`config.mk`:
```
export PLATFORM = sky130hd
export DESIGN_NAME = txdma_burst_sched
export DESIGN_NICKNAME = d
export VERILOG_FILES = /design/src/rtl/txdma_pkg.sv /design/src/rtl/txdma_tag_fifo.sv /design/src/rtl/txdma_burst_calc.sv /design/src/rtl/txdma_burst_sched.sv
export SDC_FILE = /design/constraint.sdc
export NUM_CORES = 1
export LEC_CHECK = 0
export ABC_AREA = 1
export BUFFER_PORTS_ARGS = -buffer_cell sky130_fd_sc_hd__buf_4
export CAP_MARGIN = 5
export CORE_UTILIZATION = 50
export DETAILED_ROUTE_END_ITERATION = 12
export PLACE_DENSITY = 0.86
export SLEW_MARGIN = 20
export SYNTH_ARGS = -nofsm -noshare
export SYNTH_HDL_FRONTEND = slang
export SYNTH_SLANG_ARGS = --single-unit
```
`constraint.sdc`:
```
create_clock -name clk -period 7 [get_ports clk]
set_input_delay 0.7 -clock clk [delete_from_list [all_inputs] [get_ports clk]]
set_output_delay 0.7 -clock clk [all_outputs]
set_load 0.02 [all_outputs]
```
`src/rtl/txdma_pkg.sv`:
```
package txdma_pkg;

  // Walker position inside the current descriptor
  typedef enum logic [1:0] {
    W_IDLE = 2'd0,
    W_BUF1 = 2'd1,
    W_BUF2 = 2'd2
  } walk_e;

  // Per-request bookkeeping carried alongside the byte count
  typedef struct packed {
    logic desc_end;  // final request of its descriptor
    logic eop;       // final request of a packet
  } tag_flags_t;

endpackage

```
`src/rtl/txdma_tag_fifo.sv`:
```
module txdma_tag_fifo
  import txdma_pkg::*;
#(
  parameter int DEPTH = 2,
  parameter int LEN_W = 16,
  localparam int PTR_W = (DEPTH > 1) ? $clog2(DEPTH) : 1,
  localparam int CNT_W = $clog2(DEPTH + 1),
  localparam int SUM_W = LEN_W + CNT_W
) (
  input  logic             clk,
  input  logic             rst_n,
  input  logic             push,
  input  logic [LEN_W-1:0] push_len,
  input  tag_flags_t       push_flags,
  input  logic             pop,
  output logic [LEN_W-1:0] head_len,
  output tag_flags_t       head_flags,
  output logic             full,
  output logic             empty,
  output logic [CNT_W-1:0] count,
  output logic [SUM_W-1:0] pend_bytes
);

  logic [LEN_W-1:0] len_q [DEPTH];
  tag_flags_t       flg_q [DEPTH];
  logic [PTR_W-1:0] wr_ptr_q, wr_ptr_d, rd_ptr_q, rd_ptr_d;
  logic [CNT_W-1:0] cnt_q, cnt_d;
  logic [SUM_W-1:0] sum_q, sum_d;

  function automatic logic [PTR_W-1:0] ptr_inc(input logic [PTR_W-1:0] p);
    return (p == PTR_W'(DEPTH - 1)) ? '0 : p + PTR_W'(1);
  endfunction

  always_comb begin
    wr_ptr_d = push ? ptr_inc(wr_ptr_q) : wr_ptr_q;
    rd_ptr_d = pop  ? ptr_inc(rd_ptr_q) : rd_ptr_q;
    cnt_d    = cnt_q + CNT_W'(push) - CNT_W'(pop);
    sum_d    = sum_q;
    if (push) sum_d = sum_d + SUM_W'(push_len);
    if (pop)  sum_d = sum_d - SUM_W'(len_q[rd_ptr_q]);
  end

  always_ff @(posedge clk or negedge rst_n) begin
    if (!rst_n) begin
      wr_ptr_q <= '0;
      rd_ptr_q <= '0;
      cnt_q    <= '0;
      sum_q    <= '0;
    end else begin
      wr_ptr_q <= wr_ptr_d;
      rd_ptr_q <= rd_ptr_d;
      cnt_q    <= cnt_d;
      sum_q    <= sum_d;
    end
  end

  // Entry storage, one write enable per slot
  always_ff @(posedge clk or negedge rst_n) begin
    if (!rst_n) begin
      for (int i = 0; i < DEPTH; i++) begin
        len_q[i] <= '0;
        flg_q[i] <= '0;
      end
    end else begin
      for (int i = 0; i < DEPTH; i++) begin
        if (push && (wr_ptr_q == PTR_W'(i))) begin
          len_q[i] <= push_len;
          flg_q[i] <= push_flags;
        end
      end
    end
  end

  assign head_len   = len_q[rd_ptr_q];
  assign head_flags = flg_q[rd_ptr_q];
  assign full       = (cnt_q == CNT_W'(DEPTH));
  assign empty      = (cnt_q == '0);
  assign count      = cnt_q;
  assign pend_bytes = sum_q;

endmodule

```
`src/rtl/txdma_burst_calc.sv`:
```
module txdma_burst_calc #(
  parameter int LEN_W = 16,
  parameter int QS_W  = 16,
  parameter int PB_W  = 18,
  localparam int CMP_W = ((QS_W > PB_W) ? QS_W : PB_W) + 1
) (
  input  logic [LEN_W-1:0] burst_len,
  input  logic [LEN_W-1:0] rem_len,
  input  logic [QS_W-1:0]  q_free,
  input  logic [PB_W-1:0]  pend_bytes,
  output logic [LEN_W-1:0] chunk_len,
  output logic             chunk_tail,
  output logic             room_ok
);

  logic [CMP_W-1:0] need;

  always_comb begin
    chunk_tail = (rem_len <= burst_len);
    chunk_len  = chunk_tail ? rem_len : burst_len;
    need       = CMP_W'(pend_bytes) + CMP_W'(chunk_len);
    room_ok    = (CMP_W'(q_free) >= need);
  end

endmodule

```
`src/rtl/txdma_burst_sched.sv`:
```
module txdma_burst_sched
  import txdma_pkg::*;
#(
  parameter int ADDR_W  = 32,
  parameter int LEN_W   = 16,
  parameter int QS_W    = 16,
  parameter int MAX_OUT = 2
) (
  input  logic              clk,
  input  logic              rst_n,
  input  logic [LEN_W-1:0]  cfg_burst_len,
  input  logic              desc_valid,
  input  logic              desc_own,
  output logic              desc_ready,
  input  logic [ADDR_W-1:0] desc_b1_addr,
  input  logic [LEN_W-1:0]  desc_b1_len,
  input  logic [ADDR_W-1:0] desc_b2_addr,
  input  logic [LEN_W-1:0]  desc_b2_len,
  input  logic              desc_first,
  input  logic              desc_last,
  input  logic [QS_W-1:0]   q_free,
  output logic              req_valid,
  input  logic              req_ready,
  output logic [ADDR_W-1:0] req_addr,
  output logic [LEN_W-1:0]  req_len,
  output logic              req_sop,
  output logic              req_eop,
  input  logic              cpl_valid,
  output logic              wb_valid,
  output logic              wb_eop
);

  localparam int CNT_W = $clog2(MAX_OUT + 1);
  localparam int PB_W  = LEN_W + CNT_W;

  walk_e             state_q, state_d;
  logic [ADDR_W-1:0] addr_q, addr_d, b2_addr_q, b2_addr_d;
  logic [LEN_W-1:0]  rem_q, rem_d, b2_len_q, b2_len_d;
  logic              sop_q, sop_d, last_q, last_d;

  logic              desc_take, req_fire, desc_done;
  logic [LEN_W-1:0]  chunk_len;
  logic              chunk_tail, room_ok;
  logic              fifo_full, fifo_empty, fifo_pop;
  logic [LEN_W-1:0]  head_len;
  tag_flags_t        head_flags, push_flags;
  logic [CNT_W-1:0]  out_cnt;
  logic [PB_W-1:0]   pend_bytes;

  // Burst sizing and queue space check
  txdma_burst_calc #(
    .LEN_W (LEN_W),
    .QS_W  (QS_W),
    .PB_W  (PB_W)
  ) u_calc (
    .burst_len  (cfg_burst_len),
    .rem_len    (rem_q),
    .q_free     (q_free),
    .pend_bytes (pend_bytes),
    .chunk_len  (chunk_len),
    .chunk_tail (chunk_tail),
    .room_ok    (room_ok)
  );

  // In-order tracker of outstanding requests
  txdma_tag_fifo #(
    .DEPTH (MAX_OUT),
    .LEN_W (LEN_W)
  ) u_tags (
    .clk        (clk),
    .rst_n      (rst_n),
    .push       (req_fire),
    .push_len   (chunk_len),
    .push_flags (push_flags),
    .pop        (fifo_pop),
    .head_len   (head_len),
    .head_flags (head_flags),
    .full       (fifo_full),
    .empty      (fifo_empty),
    .count      (out_cnt),
    .pend_bytes (pend_bytes)
  );

  // Handshakes and request decode
  always_comb begin
    desc_ready = (state_q == W_IDLE);
    desc_take  = desc_valid && desc_own && desc_ready;
    req_valid  = (state_q != W_IDLE) && !fifo_full && room_ok;
    req_fire   = req_valid && req_ready;
    desc_done  = chunk_tail && ((state_q == W_BUF2) || (b2_len_q == '0));
    req_addr   = addr_q;
    req_len    = chunk_len;
    req_sop    = sop_q;
    req_eop    = desc_done && last_q;
    push_flags.desc_end = desc_done;
    push_flags.eop      = req_eop;
    fifo_pop   = cpl_valid && !fifo_empty;
    wb_valid   = fifo_pop && head_flags.desc_end;
    wb_eop     = head_flags.eop;
  end

  // Walker next state
  always_comb begin
    state_d   = state_q;
    addr_d    = addr_q;
    rem_d     = rem_q;
    b2_addr_d = b2_addr_q;
    b2_len_d  = b2_len_q;
    sop_d     = sop_q;
    last_d    = last_q;
    if (desc_take) begin
      state_d   = W_BUF1;
      addr_d    = desc_b1_addr;
      rem_d     = desc_b1_len;
      b2_addr_d = desc_b2_addr;
      b2_len_d  = desc_b2_len;
      sop_d     = desc_first;
      last_d    = desc_last;
    end else if (req_fire) begin
      sop_d = 1'b0;
      if (!chunk_tail) begin
        addr_d = addr_q + ADDR_W'(chunk_len);
        rem_d  = rem_q - chunk_len;
      end else if (!desc_done) begin
        state_d = W_BUF2;
        addr_d  = b2_addr_q;
        rem_d   = b2_len_q;
      end else begin
        state_d = W_IDLE;
        rem_d   = '0;
      end
    end
  end

  always_ff @(posedge clk or negedge rst_n) begin
    if (!rst_n) begin
      state_q   <= W_IDLE;
      addr_q    <= '0;
      rem_q     <= '0;
      b2_addr_q <= '0;
      b2_len_q  <= '0;
      sop_q     <= 1'b0;
      last_q    <= 1'b0;
    end else begin
      state_q   <= state_d;
      addr_q    <= addr_d;
      rem_q     <= rem_d;
      b2_addr_q <= b2_addr_d;
      b2_len_q  <= b2_len_d;
      sop_q     <= sop_d;
      last_q    <= last_d;
    end
  end

endmodule

```
After elaboration in Yosys (flattened, before gate mapping)
Cells that the tools add are included.
{"block": "word_totals", "regBits": 158, "in_bits": 136, "output_inout_bits": 54, "wordCells": 81}
{"block": "op_classes", "n_addsub": 9, "magnitude_cmp": 3, "n_eq_ne": 3, "n_mux": 25, "bitwise": 2, "reduce_logical": 22}
{"op": "16-bit two-way mux", "n": 8}
{"op": "32-bit two-way mux", "n": 4}
{"op": "18-bit two-way mux", "n": 2}
{"op": "32-bit by 16-bit adder with 32-bit output", "n": 1}
{"op": "18-bit by 16-bit adder with 19-bit output", "n": 1}
{"op": "16-bit by 19-bit greater-or-equal comparator with 1-bit output", "n": 1}
{"op": "18-bit by 16-bit adder with 18-bit output", "n": 1}
{"op": "18-bit by 16-bit subtractor with 18-bit output", "n": 1}
{"op": "16-bit <= comparator", "n": 1}
{"op": "16-bit logical NOT", "n": 1}
{"op": "16-bit subtractor", "n": 1}
{"op": "2-bit two-way mux", "n": 7}
{"op": "1-bit logical AND", "n": 11}
{"op": "2-bit nonzero test", "n": 3}
{"op": "2-bit equality test (second input constant)", "n": 2}
{"op": "2-bit logical NOT", "n": 2}
{"op": "1-bit two-way mux", "n": 4}
{"op": "2-bit AND reduction", "n": 2}
{"op": "3-bit inequality test (second input constant)", "n": 1}
{"op": "1-bit adder (second input constant)", "n": 2}
{"op": "2-bit by 1-bit adder with 2-bit output", "n": 1}
{"op": "2-bit greater-or-equal comparator (second input constant)", "n": 1}
{"op": "1-bit logical NOT", "n": 2}
{"op": "1-bit NOT with 2-bit output", "n": 1}
{"op": "other kinds (3)", "n": 3}

Longest topological paths before layout
{"block": "depth", "ltp_word": 9, "mapped_depth": 55, "ltp_nobuf": 53}

Modules after synthesis
Synthesis repeated with hierarchy kept, for this count alone.
{"block": "unflattened", "hier_cells": 2087, "area_unflattened_um2": 13605.5}
{"mod": "txdma_burst_sched", "n_inst": 1, "cells_per_inst": 1175, "area_each_um2": 7365.8, "seq_area_each_um2": 2502.4}
{"mod": "txdma_tag_fifo", "n_inst": 1, "cells_per_inst": 623, "area_each_um2": 4339.2, "seq_area_each_um2": 1451.4}
{"mod": "txdma_burst_calc", "n_inst": 1, "cells_per_inst": 289, "area_each_um2": 1900.6, "seq_area_each_um2": 0.0}

Worst setup path before layout
Ideal clock, no wire load.
{"block": "synth_path", "path_kind": "input to register", "start": "input cfg_burst_len[15]", "end": "register u_tags.sum_q[13], in the netlist u_tags.pend_bytes[13]", "setup_time_ns": 0.118, "arrival_ns": 7.314, "required_ns": 6.882, "path_slack_ns": -0.432, "cell_stages": 48, "path_buffers": 2, "path_cell_list": "inv_1 > ha_1 > nand2_1 > inv_1 > nand3_1 > nor3_1 > nand3_1 > nand2_1 > clkinv_1 > buf_2 > o21ai_0 > ha_1 > fa_1 > nand3_1 > nand2_1 > nand3_1 > nand2_1 > inv_1 > (+12 left out) > nand2_1 > nand3_1 > nor2_4 > nand3_4 > buf_2 > nand2_1 > and2_1 > ha_1 > a21oi_1 > nand2_1 > a21oi_1 > o21ai_0 > a21boi_0 > o21ai_0 > a21oi_1 > nand2_1 > nand3_1 > nand2_1"}
{"block": "synth_between", "elab_chain_len": 9, "word_cells_on_any_way": 10, "cone_classes": "add/sub (3); order compare (2); mux (3); reduce/logical (2)"}
{"element": "from (decl)", "line": "txdma_burst_sched.sv:11", "source": "input logic [LEN_W-1:0] cfg_burst_len,"}
{"element": "16-bit <= comparator (*)", "line": "txdma_burst_calc.sv:19", "source": "chunk_tail = (rem_len <= burst_len);"}
{"element": "16-bit two-way mux (*)", "line": "txdma_burst_calc.sv:20", "source": "chunk_len = chunk_tail ? rem_len : burst_len;"}
{"element": "via req_len[0]", "line": "txdma_burst_sched.sv:25", "source": "output logic [LEN_W-1:0] req_len,"}
{"element": "18-bit by 16-bit adder with 19-bit output", "line": "txdma_burst_calc.sv:21", "source": "need = CMP_W'(pend_bytes) + CMP_W'(chunk_len);"}
{"element": "16-bit by 19-bit greater-or-equal comparator with 1-bit output", "line": "txdma_burst_calc.sv:22", "source": "room_ok = (CMP_W'(q_free) >= need);"}
{"element": "1-bit logical AND", "line": "txdma_burst_sched.sv:88", "source": "req_valid = (state_q != W_IDLE) && !fifo_full && room_ok;"}
{"element": "1-bit logical AND", "line": "txdma_burst_sched.sv:89", "source": "req_fire = req_valid && req_ready;"}
{"element": "18-bit two-way mux (*)", "line": "txdma_tag_fifo.sv:39", "source": "if (push) sum_d = sum_d + SUM_W'(push_len);"}
{"element": "18-bit by 16-bit subtractor with 18-bit output", "line": "txdma_tag_fifo.sv:40", "source": "if (pop) sum_d = sum_d - SUM_W'(len_q[rd_ptr_q]);"}
{"element": "18-bit two-way mux (*)", "line": "txdma_tag_fifo.sv:40"}
{"element": "via u_tags.sum_d[13]", "line": "txdma_tag_fifo.sv:28", "source": "logic [SUM_W-1:0] sum_q, sum_d;"}
{"element": "to (signal assigned)", "line": "txdma_tag_fifo.sv:53", "source": "sum_q <= sum_d;"}
{"element": "to (decl)", "line": "txdma_tag_fifo.sv:28"}
Mark *: on every way through the listed nets, which the timed path passes. The rest lies on a longest branch.
A chain may end at the register's enable or synchronous reset.

Final worst setup path
{"block": "layout_path", "start": "register rem_q[14]", "end": "register u_tags.sum_q[16], in the netlist u_tags.pend_bytes[16]"}
{"block": "layout_between", "elab_chain_len": 9, "word_cells_on_any_way": 10, "cone_classes": "add/sub (3); order compare (2); mux (3); reduce/logical (2)"}
{"element": "from (decl)", "line": "txdma_burst_sched.sv:38", "source": "logic [LEN_W-1:0] rem_q, rem_d, b2_len_q, b2_len_d;"}
{"element": "from (signal assigned)", "line": "txdma_burst_sched.sv:147", "source": "rem_q <= rem_d;"}
{"element": "16-bit <= comparator", "line": "txdma_burst_calc.sv:19"}
{"element": "16-bit two-way mux (*)", "line": "txdma_burst_calc.sv:20"}
{"element": "18-bit by 16-bit adder with 19-bit output", "line": "txdma_burst_calc.sv:21"}
{"element": "16-bit by 19-bit greater-or-equal comparator with 1-bit output", "line": "txdma_burst_calc.sv:22"}
{"element": "1-bit logical AND", "line": "txdma_burst_sched.sv:88"}
{"element": "1-bit logical AND", "line": "txdma_burst_sched.sv:89"}
{"element": "18-bit two-way mux (*)", "line": "txdma_tag_fifo.sv:39"}
{"element": "18-bit by 16-bit subtractor with 18-bit output", "line": "txdma_tag_fifo.sv:40"}
{"element": "18-bit two-way mux (*)", "line": "txdma_tag_fifo.sv:40"}
{"element": "via u_tags.sum_d[16]", "line": "txdma_tag_fifo.sv:28"}
Marks and branches as above.

==> flow_summary.ini <==
[synthesis]
synth.distinct_cells = 42
synth_area_um2 = 12200
ys_seq_area_share_pct = 32.4
synth-compound-area-share_pct = 12.3
syn_area_per_cell_um2 = 6.87
synth_ff_type = dfrtp_1
synthTopCellsByArea = dfrtp_1 32%, nand2_1 19%, ha_1 10%, nand3_1 6.7%, o21ai_0 5.5%
synthXorXnorAreaFrac_pct = 4.03
yosysTopAreaCell = dfrtp_1
async_flop_share_pct = 100
syn_nets = 2013
synth_top_family_by_area = simple AND/OR/NAND/NOR gates
ys_ff_latch = 158
syn_inst = 1775
synth-edff-count = 0
synth_mux_area_share_pct = 0
synth_top_area_share_pct = 32.4
yosysWarnings = 0
synthAdderAreaFrac_pct = 10.7
synth_simple_gate_area_share_pct = 33.1

[setup_path]
crit_type = register to register
crit_path_start_kind = register
timing.rr.end = u_tags.pend_bytes[16]$_DFF_PN0_
crit_path_top_delay_cell = dfrtp_2
worst_setup_path_end_kind = register
rr_startpoint = rem_q[14]$_DFFE_PN0P_
ff2ff_path_depth = 41
cpPeakStageDelay_ns = 0.45
cp.required_ns = 7.38
r2r_slack_ns = 0.48
crit_top_cell = nand2_1
critPathArrivalTime_ns = 6.90
critPathMaxFanout = 13

[routing]
drtAntennaViolNets = 0
routed_wl_um = 39600
drc_errors = 0
drtIter0Drc = 1174
wl_per_cell_um = 17.3
via_count = 12700
via_per_inst = 5.55
first_pass_iters = 6

[clock_network]
cts_tree = built
cts_num_sinks = 158
clk_latency_ns = 0.44
clkTransAtPathRegs_ns = 0.07
ctsLongestPathBuffers = 2
cts-root-buf = clkbuf_16
cts_buffers = 17
htreeDepth = 4

[global_route]
grt_usage_pct = 32.7
grt_pass1_vias = 12000
antenna_found_initial = 0
grt_max_degree = 85
grt_pass1_wl_um = 62500
grt-ovfl-total = 0

[placed_design]
pre_cts_ws_ns = -0.337
gp_congestion = 0.979
hpwl_um = 30100
post_dp_cell_area_um2 = 14100
port_buffers = 189
post-place-cells = 2257

[sta]
fin_crit_sh_pct = 93.2
skew_ns = 0.0145
fin_ws_ns = 0.478
rsz0062_at_grt = false
tightest_slew_ns = 0.838
hold_violations = 0
period_needed_ns = 6.52
relSlewSlack_pct = 44.1
fmax_ghz = 0.153
setup_viol = 0
finalMaxSlewViolations = 0

[worst_hold_path]
hp-class = input pin to asynchronous set/reset pin

[die]
ioPinCount = 190
die_h_um = 158
core-area_um2 = 23700
row_count = 56
initial_core_util_pct = 51.5
die_area_um2 = 25000
die_x_um = 158

[finish]
num_antenna_cells = 0
stdcell_count = 2295
design_area_um2 = 14800
layout-drive-gt1-share_pct = 16.3
syn_to_final_growth_pct = 21.5
nNetsFinal = 2201

[run]
cap_violations = 0

[run_status]
status = finished, final reports clean
==> worst max-delay path, delay by kind of cell (launching register included) <==
kind	cells	cell delay, ns
buffers and inverters	3	0.29
AOI/OAI and AO/OA	8	1.45
adders and majority gates	5	1.53
and+or+nand+nor	24	2.55
DFF	1	0.45
xor gates and xnor gates	1	0.18
==> cell usage in the layout (no fill, tap or decap), drive strengths merged <==
master,Yosys,final
a211oi,2,2
a21boi,5,5
a21o,8,8
a21oi,85,85
a31oi,8,8
and2,15,15
buf,27,237
clkbuf,42,19
clkinv,1,5
clkinvlp,0,2
dfrtp,158,158
fa,4,4
ha,98,98
inv,160,168
nand2,633,633
nand3,166,166
nand3b,7,7
nand4,32,32
nor2,67,67
nor3,8,8
nor4,11,11
o2111ai,2,2
o211ai,8,8
o21a,4,4
o21ai,148,148
o21bai,4,4
o221ai,3,3
o31ai,1,1
or2,14,14
xnor2,29,29
xor2,25,25
==> flip-flops by register name (all words and copies together), names as in the netlist <==
| name | count |
|---|---|
| u_tags.flg_q | 4 |
| b2_len_q | 16 |
| u_tags.len_q | 32 |
| u_tags.pend_bytes | 18 |
| last_q | 1 |
| state_q | 2 |
| b2_addr_q | 32 |
| req_addr | 32 |
| u_tags.wr_ptr_q | 1 |
| rem_q | 16 |
| u_tags.rd_ptr_q | 1 |
| u_tags.count | 2 |
| req_sop | 1 |
==> metal layers <==
layer	up-vias	wire, µm	global-route usage (%)
met1	5874	16500	42.6
met3	98	2890	5.01
met2	540	18300	53.1
li1	6218	-	-
met4	0	1950	15.3
met5	-	0	0
==> worst max-delay path by stage <==
stage / cells after the start / endpoint / start
after CTS: 46 / u_tags.pend_bytes[13]$_DFF_PN0_ / rem_q[14]$_DFFE_PN0P_
final: 41 / u_tags.pend_bytes[16]$_DFF_PN0_ / rem_q[14]$_DFFE_PN0P_
after global placement: 48 / u_tags.pend_bytes[13]$_DFF_PN0_ / cfg_burst_len[15]
after detailed placement: 47 / u_tags.pend_bytes[13]$_DFF_PN0_ / cfg_burst_len[15]
after floorplan: 41 / u_tags.pend_bytes[13]$_DFF_PN0_ / cfg_burst_len[15]
after global routing: 51 / u_tags.pend_bytes[16]$_DFF_PN0_ / rem_q[14]$_DFFE_PN0P_
==> logic make-up after synthesis <==
family                     count (synthesis)
adders and majority gates                102
and+or+nand+nor                          953
xor gates and xnor gates                  54
AOI/OAI and AO/OA                        278
DFF                                      158
buffers and inverters                    230
==> Yosys cell counts, types with 2 or more instances <==
cell and count:
a21o_1 8, a31oi_1 8, o221ai_1 3, dfrtp_1 158, a211oi_1 2, buf_4 3
nand3b_1 7, o21a_1 4, o21bai_1 4, nor3_1 8, buf_2 15, ha_1 98
buf_1 8, nor2_1 64, nand3_1 164, or2_0 2, a21oi_1 85, nand4_1 31
and2_1 15, clkbuf_1 42, a21boi_0 5, o21ai_1 13, inv_1 159, o21ai_0 135
fa_1 4, nor4_1 11, xor2_1 24, xnor2_1 29, or2_2 12, o211ai_1 8
o2111ai_1 2, nand2_1 633, nor2_4 2
==> metrics by stage <==
stage	hold slack [ns]	utilization [%]	TNS [ns]
final	0.277	62.6	0
after global routing	0.340	62.6	0
after CTS	0.320	61.8	0
after detailed placement	0.455	59.5	-2.09
after global placement	0.453	59.5	-0.714
after floorplan	0.404	-	0
==> final cells by class <==
cell class              count  area [µm²]
clock inverters            14         125
clock buffers              18         439
flip-flops and latches    158        3960
inverters                 161         606
fillers                  2182        8860
repair buffers            238        1820
multi-input cells        1387        7470
well taps                 319         399
==> what timing repair did <==
| action | in CTS | in global routing |
|---|---|---|
| setup endpoints to repair | 0 | 12 |
| resized for setup | 0 | 41 |
| endpoints found under the hold margin | 0 | 0 |
| hold buffers | 0 | 0 |
| buffers inserted | 0 | 5 |
Power is left out: the tool's default activity adds up to more than one toggle a clock period on the data nets, which glitch-free logic cannot reach.
